## src/rtl/adc_ctrl_pkg.sv

```systemverilog
package adc_ctrl_pkg;
  localparam int ADDR_W = 3;
  localparam logic [ADDR_W-1:0] A_CTLA = 3'd0;
  localparam logic [ADDR_W-1:0] A_CTLB = 3'd1;
  localparam logic [ADDR_W-1:0] A_RESH = 3'd2;
  localparam logic [ADDR_W-1:0] A_RESL = 3'd3;
  localparam logic [ADDR_W-1:0] A_THRH = 3'd4;
  localparam logic [ADDR_W-1:0] A_THRL = 3'd5;
  localparam int CH_W = 5;
  localparam logic [CH_W-1:0] CHAN_OFF = 5'h1f;
endpackage

```

## src/rtl/adc_regs.sv

```systemverilog
module adc_regs
  import adc_ctrl_pkg::*;
#(
  parameter int RES_W = 10
) (
  input  logic              clk,
  input  logic              rst,
  input  logic [ADDR_W-1:0] bus_addr,
  input  logic              bus_wr,
  input  logic              bus_rd,
  input  logic [7:0]        bus_wdata,
  input  logic              flag,
  input  logic              busy,
  input  logic [RES_W-1:0]  result,
  output logic [7:0]        bus_rdata,
  output logic [CH_W-1:0]   chan,
  output logic              cont,
  output logic              ien,
  output logic              ien_nxt,
  output logic              cmp_ge,
  output logic              cmp_en,
  output logic              trig_hw,
  output logic [RES_W-1:0]  thr,
  output logic              ctla_wr,
  output logic              resl_rd
);
  localparam int HI_W = RES_W - 8;

  logic [HI_W-1:0] thr_hi;
  logic [7:0]      thr_lo;
  logic [7:0]      rd_mux;

  assign thr     = {thr_hi, thr_lo};
  assign ctla_wr = bus_wr && (bus_addr == A_CTLA);
  assign resl_rd = bus_rd && (bus_addr == A_RESL);
  assign ien_nxt = ctla_wr ? bus_wdata[6] : ien;

  always_ff @(posedge clk) begin
    if (rst) begin
      chan    <= '0;
      cont    <= 1'b0;
      ien     <= 1'b0;
      cmp_ge  <= 1'b0;
      cmp_en  <= 1'b0;
      trig_hw <= 1'b0;
      thr_hi  <= '0;
      thr_lo  <= '0;
    end else if (bus_wr) begin
      case (bus_addr)
        A_CTLA: begin
          chan <= bus_wdata[CH_W-1:0];
          cont <= bus_wdata[5];
          ien  <= bus_wdata[6];
        end
        A_CTLB: begin
          cmp_ge  <= bus_wdata[4];
          cmp_en  <= bus_wdata[5];
          trig_hw <= bus_wdata[6];
        end
        A_THRH:  thr_hi <= bus_wdata[HI_W-1:0];
        A_THRL:  thr_lo <= bus_wdata;
        default: ;
      endcase
    end
  end

  always_comb begin
    case (bus_addr)
      A_CTLA:  rd_mux = {flag, ien, cont, chan};
      A_CTLB:  rd_mux = {busy, trig_hw, cmp_en, cmp_ge, 4'b0000};
      A_RESH:  rd_mux = 8'(result >> 8);
      A_RESL:  rd_mux = result[7:0];
      A_THRH:  rd_mux = 8'(thr_hi);
      A_THRL:  rd_mux = thr_lo;
      default: rd_mux = 8'h00;
    endcase
  end

  always_ff @(posedge clk) begin
    if (rst)         bus_rdata <= 8'h00;
    else if (bus_rd) bus_rdata <= rd_mux;
  end
endmodule

```

## src/rtl/adc_seq.sv

```systemverilog
module adc_seq
  import adc_ctrl_pkg::*;
#(
  parameter int CONV_CYCLES = 8
) (
  input  logic            clk,
  input  logic            rst,
  input  logic            ctla_wr,
  input  logic [CH_W-1:0] wr_chan,
  input  logic [CH_W-1:0] chan,
  input  logic            cont,
  input  logic            trig_hw,
  input  logic            hw_trig,
  output logic            busy,
  output logic            done
);
  localparam int CNT_W = (CONV_CYCLES > 1) ? $clog2(CONV_CYCLES) : 1;
  localparam logic [CNT_W-1:0] CNT_LAST = CNT_W'(CONV_CYCLES - 1);

  logic [CNT_W-1:0] cnt;
  logic restart_q, trig_q, hw_rise, start, chan_on;

  always_comb begin
    chan_on = (chan != CHAN_OFF);
    hw_rise = hw_trig && !trig_q;
    // a control write on the final cycle aborts rather than completes
    done    = busy && (cnt == '0) && !ctla_wr;
    if (ctla_wr)
      start = !trig_hw && (wr_chan != CHAN_OFF);
    else
      start = chan_on && ((restart_q && cont) || (trig_hw && hw_rise && !busy));
  end

  always_ff @(posedge clk) begin
    if (rst) begin
      busy      <= 1'b0;
      cnt       <= '0;
      restart_q <= 1'b0;
      trig_q    <= 1'b0;
    end else begin
      trig_q    <= hw_trig;
      restart_q <= done && cont;
      if (start) begin
        busy <= 1'b1;
        cnt  <= CNT_LAST;
      end else if (ctla_wr || done) begin
        busy <= 1'b0;
      end else if (busy) begin
        cnt <= cnt - 1'b1;
      end
    end
  end
endmodule

```

## src/rtl/adc_status.sv

```systemverilog
module adc_status #(
  parameter int RES_W = 10
) (
  input  logic             clk,
  input  logic             rst,
  input  logic             done,
  input  logic [RES_W-1:0] core_result,
  input  logic [RES_W-1:0] thr,
  input  logic             cmp_en,
  input  logic             cmp_ge,
  input  logic             ctla_wr,
  input  logic             resl_rd,
  input  logic             ien_nxt,
  output logic             take,
  output logic             flag,
  output logic [RES_W-1:0] result,
  output logic             irq
);
  logic pass, flag_n;

  always_comb begin
    if (!cmp_en)     pass = 1'b1;
    else if (cmp_ge) pass = (core_result >= thr);
    else             pass = (core_result < thr);
    take = done && pass;
    if (take)                    flag_n = 1'b1;
    else if (ctla_wr || resl_rd) flag_n = 1'b0;
    else                         flag_n = flag;
  end

  always_ff @(posedge clk) begin
    if (rst) begin
      flag   <= 1'b0;
      result <= '0;
      irq    <= 1'b0;
    end else begin
      flag <= flag_n;
      irq  <= flag_n && ien_nxt;
      if (take) result <= core_result;
    end
  end
endmodule

```

## src/rtl/adc_ctrl.sv

```systemverilog
module adc_ctrl
  import adc_ctrl_pkg::*;
#(
  parameter int RES_W       = 10,
  parameter int CONV_CYCLES = 8
) (
  input  logic              clk,
  input  logic              rst,
  input  logic [ADDR_W-1:0] bus_addr,
  input  logic              bus_wr,
  input  logic              bus_rd,
  input  logic [7:0]        bus_wdata,
  output logic [7:0]        bus_rdata,
  input  logic              hw_trig,
  input  logic [RES_W-1:0]  core_result,
  output logic [CH_W-1:0]   core_chan,
  output logic              irq
);
  logic [CH_W-1:0]  chan;
  logic             cont, ien, ien_nxt, cmp_ge, cmp_en, trig_hw;
  logic             ctla_wr, resl_rd, busy, done, take, flag;
  logic [RES_W-1:0] thr, result;

  assign core_chan = chan;

  adc_regs #(.RES_W(RES_W)) u_regs (
    .clk(clk), .rst(rst), .bus_addr(bus_addr), .bus_wr(bus_wr),
    .bus_rd(bus_rd), .bus_wdata(bus_wdata), .flag(flag), .busy(busy),
    .result(result), .bus_rdata(bus_rdata), .chan(chan), .cont(cont),
    .ien(ien), .ien_nxt(ien_nxt), .cmp_ge(cmp_ge), .cmp_en(cmp_en),
    .trig_hw(trig_hw), .thr(thr), .ctla_wr(ctla_wr), .resl_rd(resl_rd)
  );

  adc_seq #(.CONV_CYCLES(CONV_CYCLES)) u_seq (
    .clk(clk), .rst(rst), .ctla_wr(ctla_wr), .wr_chan(bus_wdata[CH_W-1:0]),
    .chan(chan), .cont(cont), .trig_hw(trig_hw), .hw_trig(hw_trig),
    .busy(busy), .done(done)
  );

  adc_status #(.RES_W(RES_W)) u_stat (
    .clk(clk), .rst(rst), .done(done), .core_result(core_result),
    .thr(thr), .cmp_en(cmp_en), .cmp_ge(cmp_ge), .ctla_wr(ctla_wr),
    .resl_rd(resl_rd), .ien_nxt(ien_nxt), .take(take), .flag(flag),
    .result(result), .irq(irq)
  );
endmodule

```

## config.mk

```make
export PLATFORM = sky130hd
export DESIGN_NAME = adc_ctrl
export DESIGN_NICKNAME = d
export VERILOG_FILES = /design/src/rtl/adc_ctrl_pkg.sv /design/src/rtl/adc_regs.sv /design/src/rtl/adc_seq.sv /design/src/rtl/adc_status.sv /design/src/rtl/adc_ctrl.sv
export SDC_FILE = /design/constraint.sdc
export NUM_CORES = 1
export LEC_CHECK = 0
export BUFFER_PORTS_ARGS = -buffer_cell sky130_fd_sc_hd__buf_2
export CORE_UTILIZATION = 47
export DETAILED_ROUTE_END_ITERATION = 6
export PLACE_DENSITY = 0.72
export SLEW_MARGIN = 0
export SYNTH_ARGS = -nofsm -noshare
export SYNTH_HDL_FRONTEND = slang
export SYNTH_HIERARCHICAL = 1
export SYNTH_SLANG_ARGS = --single-unit
```

## constraint.sdc

```tcl
create_clock -name clk -period 2.6 [get_ports clk]
set_clock_uncertainty 0.2 [all_clocks]
set_input_delay 0.26 -clock clk [delete_from_list [all_inputs] [get_ports clk]]
set_output_delay 0.26 -clock clk [all_outputs]
set_load 0.005 [all_outputs]
```

Yosys cells after proc, flatten, opt, wreduce, memory -nomap -nowiden
Cells that the tools add are included.
Storage, ports and cells
  register bits after elaboration: 46
  output and inout port bits: 14
  logic and storage cells: 68
  input bits: 26
Operators by class
  reductions and logical operators: 29
  eq/ne operators: 8
  $lt $le $gt $ge: 2
  mux-type cells: 12
  add/sub/neg operators: 1
Operators by type and width (number)
  $pmux W8 S6: 1
  $logic_and A1 B1 Y1: 13
  $ge A10 B10 Y1: 1
  $lt A10 B10 Y1: 1
  $ne A5 B5 Y1 const B: 2
  $reduce_and A2 Y1: 5
  $mux W3: 3
  $mux W1: 8
  $eq A3 B2 Y1 const B: 2
  $eq A3 B3 Y1 const B: 2
  $logic_not A3 Y1: 2
  $logic_not A1 Y1: 4
  $reduce_bool A2 Y1: 2
  $eq A3 B1 Y1 const B: 1
  $logic_or A1 B1 Y1: 3
  $sub A3 B1 Y3 const B: 1
  $ne A2 B1 Y1 const B: 1

Longest topological paths before layout
Gate-level depths: netlist of run 1.
  depth in word-level cells: 9
  gate-level depth with buffers: 9
  mapped depth without buffers: 8

By module
Netlist of run 1, hierarchy kept.
By module, submodules not included
  adc_regs: instances 1, seq. area each 560.5 um^2, cells an instance 147, area an instance 1347.5 um^2
  adc_status: instances 1, seq. area each 240.2 um^2, cells an instance 91, area an instance 753.2 um^2
  adc_seq: instances 1, seq. area each 120.1 um^2, cells an instance 36, area an instance 336.6 um^2

Worst setup path after synthesis of run 1
OpenSTA, ideal clock, no wires.
  path type: register to register
  start point: register u_regs.thr_lo[7]
  end point: register u_stat.result[1]
  slack: 0.602 ns
  cell stages (with the launch flop): 10
  period minus slack after synthesis: 1.998 ns
  setup time: 0.072 ns
  data required time: 2.328 ns
  path buffers: 1
  arrival: 1.726 ns
  path through: dfxtp_1 inv_1 ha_1 a211oi_1 o21bai_1 a211oi_1 o211ai_2 inv_2 buf_6 mux2i_1
Between the ends
  word-level cells in the longest chain between the ends: 4
  elaborated cells on any way between the ends: 5
  those cells by class: order compare: 2; mux: 2; reduce/logical: 1
Ends and longest elaborated chain
  start, declared: line adc_regs.sv:30  | logic [7:0] thr_lo;
  start signal, assigned: line adc_regs.sv:61  | A_THRL: thr_lo <= bus_wdata;
  $lt A10 B10 Y1 or $ge A10 B10 Y1 (tied branches): line adc_status.sv:24, adc_status.sv:23
  $mux W1 *: line adc_status.sv:23  | else if (cmp_ge) pass = (core_result >= thr);
  $mux W1 *: line adc_status.sv:22  | if (!cmp_en) pass = 1'b1;
  $logic_and A1 B1 Y1 *: line adc_status.sv:25  | take = done && pass;
  net take: line adc_ctrl.sv:21  | logic ctla_wr, resl_rd, busy, done, take, flag;
  end signal, assigned: line adc_status.sv:39  | if (take) result <= core_result;
  end, declared: line adc_status.sv:16  | output logic [RES_W-1:0] result,
Mark *: on every way through the listed nets, which the timed path passes. The rest lies on a longest branch.
A chain may end at the register's enable or synchronous reset.

Final worst setup path of run 1
  start point: register u_regs.thr_lo[7]
  end point: register u_stat.result[7]
Same word-level chain as after synthesis.

==> impl_metrics.json, run 1 <==
{
  "routedWlPerCell_um": 15.6,
  "p_int_uw": 1070,
  "critPathRequiredTime_ns": 2.63,
  "hold_path.startpoint": "core_result[5]",
  "pwr-share-clk_pct": 37.1,
  "setup_violations": 0,
  "fmax_ghz": 0.433,
  "core_um2": 4850,
  "dp_cells": 367,
  "drt_iter0_markers": 161,
  "area_growth_pct": 13.1,
  "multi_input_area_um2": 1360,
  "syn-instance-count": 274,
  "hold_viol_final": 0,
  "drive_gt1_share_pct": 19.1,
  "worst_setup_path_end_kind": "flip-flop",
  "portBuffers": 39,
  "max-vdd-ir-drop_mv": 0.308,
  "grt.total_usage_pct": 23.5,
  "ys_seq_area_share_pct": 37.8,
  "worstSetupPathType": "flip-flop to flip-flop",
  "hpwl_um": 4340,
  "post_cts_resized": 0,
  "die_area_um2": 5480,
  "rsz0062_at_grt": "no",
  "drcViolationCount": 0,
  "fp.dieW_um": 74.0,
  "hold_depth": 3,
  "cp-start-kind": "flip-flop",
  "crit_chain": "inv_1 -> ha_1 -> a211oi_1 -> o21bai_1 -> a211oi_1 -> o211ai_2 -> inv_2 -> mux2i_1",
  "crit_arrival_ns": 2.35,
  "p_switching_uw": 355,
  "cpPeakStageDelay_ns": 0.39,
  "htreeDepth": 2,
  "tns_ns": 0,
  "r2r_start": "u_regs/thr_lo[7]",
  "grt_pass1_vias": 1977,
  "p_per_area_nw_per_um2": 517,
  "clock_path_buffers": 2,
  "r2r.worst_path.cells": 8,
  "fin_crit_ns": 2.31,
  "clkTransAtPathRegs_ns": 0.09,
  "yosys_warnings": 6,
  "wl_um": 5850,
  "fin_cells": 376,
  "switching_share_pct": 24.9,
  "grt_max_degree": 33,
  "slowest_stage": "dfxtp_1",
  "grt_pass1_wl_um": 9580,
  "synth_seq_cells": 46,
  "via_per_inst": 5.56,
  "regArea_um2": 921,
  "ys.flop_type": "dfxtp_1",
  "cts_tree": "built",
  "rows": 25,
  "netlist_area_um2": 2440,
  "slew_violations": 0,
  "avgSynthCellArea_um2": 8.90,
  "seqPwrFrac_pct": 51.5,
  "critPathLaunch": "u_regs/thr_lo[7]",
  "hp-class": "input pin to flip-flop",
  "fillers": 465,
  "crit_top_cell": "a211oi_1",
  "initial_core_util_pct": 50.3,
  "via_count": 2092,
  "power_leakage_uw": 0.00107,
  "synth_edf_count": 0,
  "ys_types": 45,
  "die_h_um": 74.0,
  "nets": 346,
  "slew_headroom_pct": 58.8,
  "clockRootBuffer": "clkbuf_8",
  "detail_route.first_pass.iterations": 4,
  "place_congestion": 0.900,
  "synthArstFlopShare_pct": 0,
  "cts-buffers-inserted": 5,
  "status": "completed",
  "overflow": 0,
  "pin_count": 40,
  "crit_fanout": 10,
  "max-cap-violations": 0,
  "insertedDiodeCount": 0,
  "antenna_found_initial": 0,
  "cts_sinks": 46,
  "worst_pin_slew_ns": 0.617,
  "clock_latency_ns": 0.30,
  "syn_nets": 312,
  "combPwrFrac_pct": 11.4,
  "final.period_utilization_pct": 88.9,
  "hold_ws_ns": 0.0139,
  "ant_nets": 0
}
-- final timing paths --
check / end / slack, ns
max: u_stat/result[7] / 0.29
min: u_stat/result[5] / 0.01
max reg2reg: u_stat/result[7] / 0.29
min reg2reg: u_stat/result[8] / 0.27
-- layout make-up --
class                   instances  share of cell area, %
clock inverters                 3                   1.45
well taps                      67                   3.04
repair buffers                 42                   7.99
multi-input cells             196                   49.3
clock buffers                   5                   2.50
flip-flops and latches         46                   33.4
inverters                      17                   2.31
-- power groups by stage --
stage	logic, uW	clock network (uW)	registers, uW
after floorplan	107	0	746
after global placement	157	0	749
after detailed placement	160	0	749
after CTS	161	535	733
after global routing	182	568	736
final	162	529	733
-- logic make-up after synthesis --
family,synth area share [%]
simple gates,23.1
flops,37.8
compound gates,13.9
mux,12.6
buf+inv,6.42
fa+ha+maj,6.16
-- stage by stage --
stage / total power [uW] / util, % / cell area, um2 / setup WS (ns)
2_1_floorplan: 853 / - / 2440 / 0.602
3_3_place_gp: 906 / 54.4 / 2640 / 0.436
3_5_place_dp: 909 / 54.4 / 2640 / 0.342
4_1_cts: 1430 / 56.9 / 2760 / 0.314
5_1_grt: 1490 / 56.9 / 2760 / 0.133
6_report: 1420 / 56.9 / 2760 / 0.289
-- routing by layer --
layer / global-route usage [%] / share of wire [%] / vias to the layer above
met5: 0 / 0 / -
met4: 7.26 / 1.6 / 0
met3: 6.91 / 6.1 / 8
met2: 37.9 / 45 / 68
met1: 30.4 / 47 / 979
li1: - / - / 1037
-- sequential cells by signal, indices dropped and copies added (netlist names) --
register / flops
u_stat/result: 10
u_regs/bus_rdata: 8
u_regs/thr_lo: 8
u_regs/chan: 5
u_seq/cnt: 3
u_regs/thr_hi: 2
u_regs/cmp_en: 1
u_regs/cmp_ge: 1
u_regs/cont: 1
u_regs/ien: 1
u_regs/trig_hw: 1
u_seq/busy: 1
u_seq/restart_q: 1
u_seq/trig_q: 1
u_stat/flag: 1
u_stat/irq: 1
-- what timing repair did --
action | 4_1_cts | 5_1_grt
hold endpoints to repair | 1 | 0
buffers inserted | 0 | 0
hold buffers | 1 | 0
setup endpoints to repair | 0 | 0
-- cells in the mapped netlist, types with 2 or more instances --
| master | number | area share (%) |
|---|---|---|
| a211oi_1 | 3 | 0.92 |
| a21oi_1 | 13 | 2.7 |
| a221o_1 | 5 | 2.1 |
| a31oi_1 | 6 | 1.5 |
| a41oi_1 | 2 | 0.72 |
| and2_1 | 4 | 1.0 |
| and3_1 | 2 | 0.51 |
| and4_1 | 3 | 1.1 |
| and4bb_2 | 2 | 1.0 |
| buf_2 | 2 | 0.41 |
| buf_4 | 3 | 0.92 |
| buf_6 | 3 | 1.4 |
| clkbuf_1 | 7 | 1.1 |
| dfxtp_1 | 46 | 38 |
| ha_1 | 12 | 6.2 |
| inv_1 | 15 | 2.3 |
| mux2_2 | 2 | 0.92 |
| mux2i_1 | 27 | 11 |
| nand2_1 | 43 | 6.6 |
| nand2b_1 | 4 | 1.0 |
| nand3_1 | 7 | 1.4 |
| nand4_1 | 2 | 0.51 |
| nand4b_1 | 3 | 1.1 |
| nor2_1 | 15 | 2.3 |
| nor2b_1 | 4 | 1.0 |
| nor3b_1 | 3 | 0.92 |
| nor4b_1 | 2 | 0.72 |
| o21ai_0 | 14 | 2.9 |
| o21ai_1 | 2 | 0.41 |
| or3_1 | 3 | 0.77 |
-- layout by cell type (no fill, tap or decap), types with 6 or more instances in the layout --
cell	n
nor2_1	15
dfxtp_1	46
nand2_1	43
inv_1	15
mux2i_1	27
a31oi_1	6
buf_2	39
a21oi_1	13
o21ai_0	14
ha_1	12
nand3_1	7
-- critical path: cells and delay by family (launching register included) --
kind / cells / cell delay [ns]
flops: 1 / 0.39
mux: 1 / 0.23
compound gates: 4 / 0.78
fa+ha+maj: 1 / 0.30
buf+inv: 2 / 0.34
Power figures use the tool's default switching activity.
==> run 2, diff against run 1 <==
- PLACE_DENSITY: 0.72 -> default
- PLACE_DENSITY_LB_ADDON: default -> 0.2
==> run 2 against run 1 <==
Against the previous run:
- cell count up 0.27%
- critical endpoint is now u_stat/result[5]
- combinational power about the same
- largest power group unchanged
- sequential share of layout area fell by 0.061 points
- maximum frequency up 1.7%
- core utilization rose by 0.10 points
- design area up 0.18%
- first-iteration DRC count shrank 16%
- die area unchanged
- critical path type unchanged
- register-to-register slack better by 0.04 ns
- total power shrank 0.38%
==> impl_metrics.json, run 2 (synthesized netlist as in run 1, its figures left out) <==
{
  "die_h_um": 74.0,
  "busiest_layer": "met2",
  "clock_path_buffers": 2,
  "tns_ns": 0,
  "grtUsageMet3_pct": 4.20,
  "place_congestion": 0.834,
  "multi_input_area_um2": 1360,
  "final.period_utilization_pct": 87.4,
  "grt_max_degree": 33,
  "detail_route.first_pass.iterations": 4,
  "htreeDepth": 2,
  "cpPeakStageDelay_ns": 0.36,
  "drive_gt1_share_pct": 18.7,
  "fin_crit_ns": 2.27,
  "grt_pass1_vias": 1921,
  "cts-buffers-inserted": 5,
  "layout_commonest_cell": "dfxtp_1",
  "slew_headroom_pct": 59.3,
  "antenna_found_initial": 0,
  "worst_pin_slew_ns": 0.610,
  "status": "completed",
  "worst_setup_path_end_kind": "flip-flop",
  "nets": 347,
  "portBuffers": 39,
  "slew_violations": 0,
  "routedWlPerCell_um": 15.7,
  "p_per_area_nw_per_um2": 514,
  "p_total_uw": 1420,
  "via_per_inst": 5.59,
  "wl_um": 5930,
  "cts_tree": "built",
  "crit_chain": "inv_1 -> ha_1 -> nand4_1 -> a211oi_1 -> a2111o_1 -> o211ai_2 -> inv_2 -> mux2i_1",
  "clkTransAtPathRegs_ns": 0.08,
  "top_regs": "u_stat/result x10, u_regs/bus_rdata x8, u_regs/thr_lo x8",
  "ant_nets": 0,
  "grtUsageMet2_pct": 35.9,
  "die_area_um2": 5480,
  "rows": 25,
  "hpwl_um": 4400,
  "overflow": 0,
  "path_delay_family": "compound AO/OA/AOI/OAI gates",
  "post_cts_resized": 0,
  "gr-usage-met1_pct": 31.9,
  "cp-start-kind": "flip-flop",
  "hold_ws_ns": 0.0168,
  "worstSetupPathType": "flip-flop to flip-flop",
  "pin_count": 40,
  "max-vdd-ir-drop_mv": 0.432,
  "hp-class": "input pin to flip-flop",
  "via_count": 2108,
  "core_um2": 4850,
  "clock_latency_ns": 0.29,
  "max-cap-violations": 0,
  "clockRootBuffer": "clkbuf_8",
  "drt_iter0_markers": 136,
  "stdcell_area_um2": 2760,
  "fillers": 449,
  "setup_violations": 0,
  "crit_fanout": 10,
  "regArea_um2": 921,
  "critPathRequiredTime_ns": 2.62,
  "insertedDiodeCount": 0,
  "slowest_stage": "dfxtp_1",
  "post_dp_cell_area_um2": 2650,
  "area_growth_pct": 13.3,
  "fp.dieW_um": 74.0,
  "ctsHoldBuffers": 1,
  "initial_core_util_pct": 50.3,
  "largest_reg_flops": 10,
  "grt_pass1_wl_um": 9430,
  "crit_arrival_ns": 2.29,
  "drcViolationCount": 0,
  "hold_viol_final": 0,
  "cts_sinks": 46,
  "grt.total_usage_pct": 23.0,
  "fmax_ghz": 0.440,
  "rsz0062_at_grt": "no",
  "power_leakage_uw": 0.00107,
  "mostFrequentLayoutCells": "dfxtp_1 (46), nand2_1 (43), buf_2 (39)",
  "post_cts_buffers": 0,
  "path_buf_inv": 2,
  "largest-register": "u_stat/result"
}
run 2: changes by cell type in the layout (fill, tap and decap cells not counted), sizes merged:
cell	before	now
buf	41	42
clkbuf	5	7
clkinv	3	1
run 2: final cells by class:
cell class | instances | share of cell area, %
Clock inverter | 1 | 1.09
Inverter | 17 | 2.31
Clock buffer | 7 | 2.76
Timing Repair Buffer | 43 | 8.24
Multi-Input combinational cell | 196 | 49.2
Tap cell | 67 | 3.03
Sequential cell | 46 | 33.3
run 2: per-layer routing:
metal	up-vias	wire length (um)	part of all wire (%)
met5	-	0	0
met3	16	362	6.1
met2	82	2630	44
li1	1041	-	-
met1	969	2770	47
met4	0	170	2.9
run 2: worst paths after layout:
kind / depth (start not counted) / startpoint / end / slack [ns]
hold / removal: 3 / core_result[0] / u_stat/result[0] / 0.02
setup reg to reg: 8 / u_regs/thr_lo[5] / u_stat/result[5] / 0.33
setup / recovery: 8 / u_regs/thr_lo[5] / u_stat/result[5] / 0.33
hold reg to reg: 2 / u_stat/result[0] / u_stat/result[0] / 0.26
run 2: power by group:
| group | switching [uW] | internal, uW |
|---|---|---|
| Sequential | 12.1 | 721 |
| Clock | 233 | 288 |
| Combinational | 98.5 | 66.5 |
run 2: tightest hold or removal path, stage by stage:
cell     delay, ns
buf_2         0.10
nand2_1       0.05
mux2i_1       0.06
run 2: per-stage QoR:
step | setup WS (ns) | util, % | cells
after floorplan | 0.602 | - | 274
after global placement | 0.436 | 54.6 | 368
after detailed placement | 0.344 | 54.6 | 368
after CTS | 0.330 | 57.0 | 377
after global routing | 0.111 | 57.0 | 377
final | 0.328 | 57.0 | 377
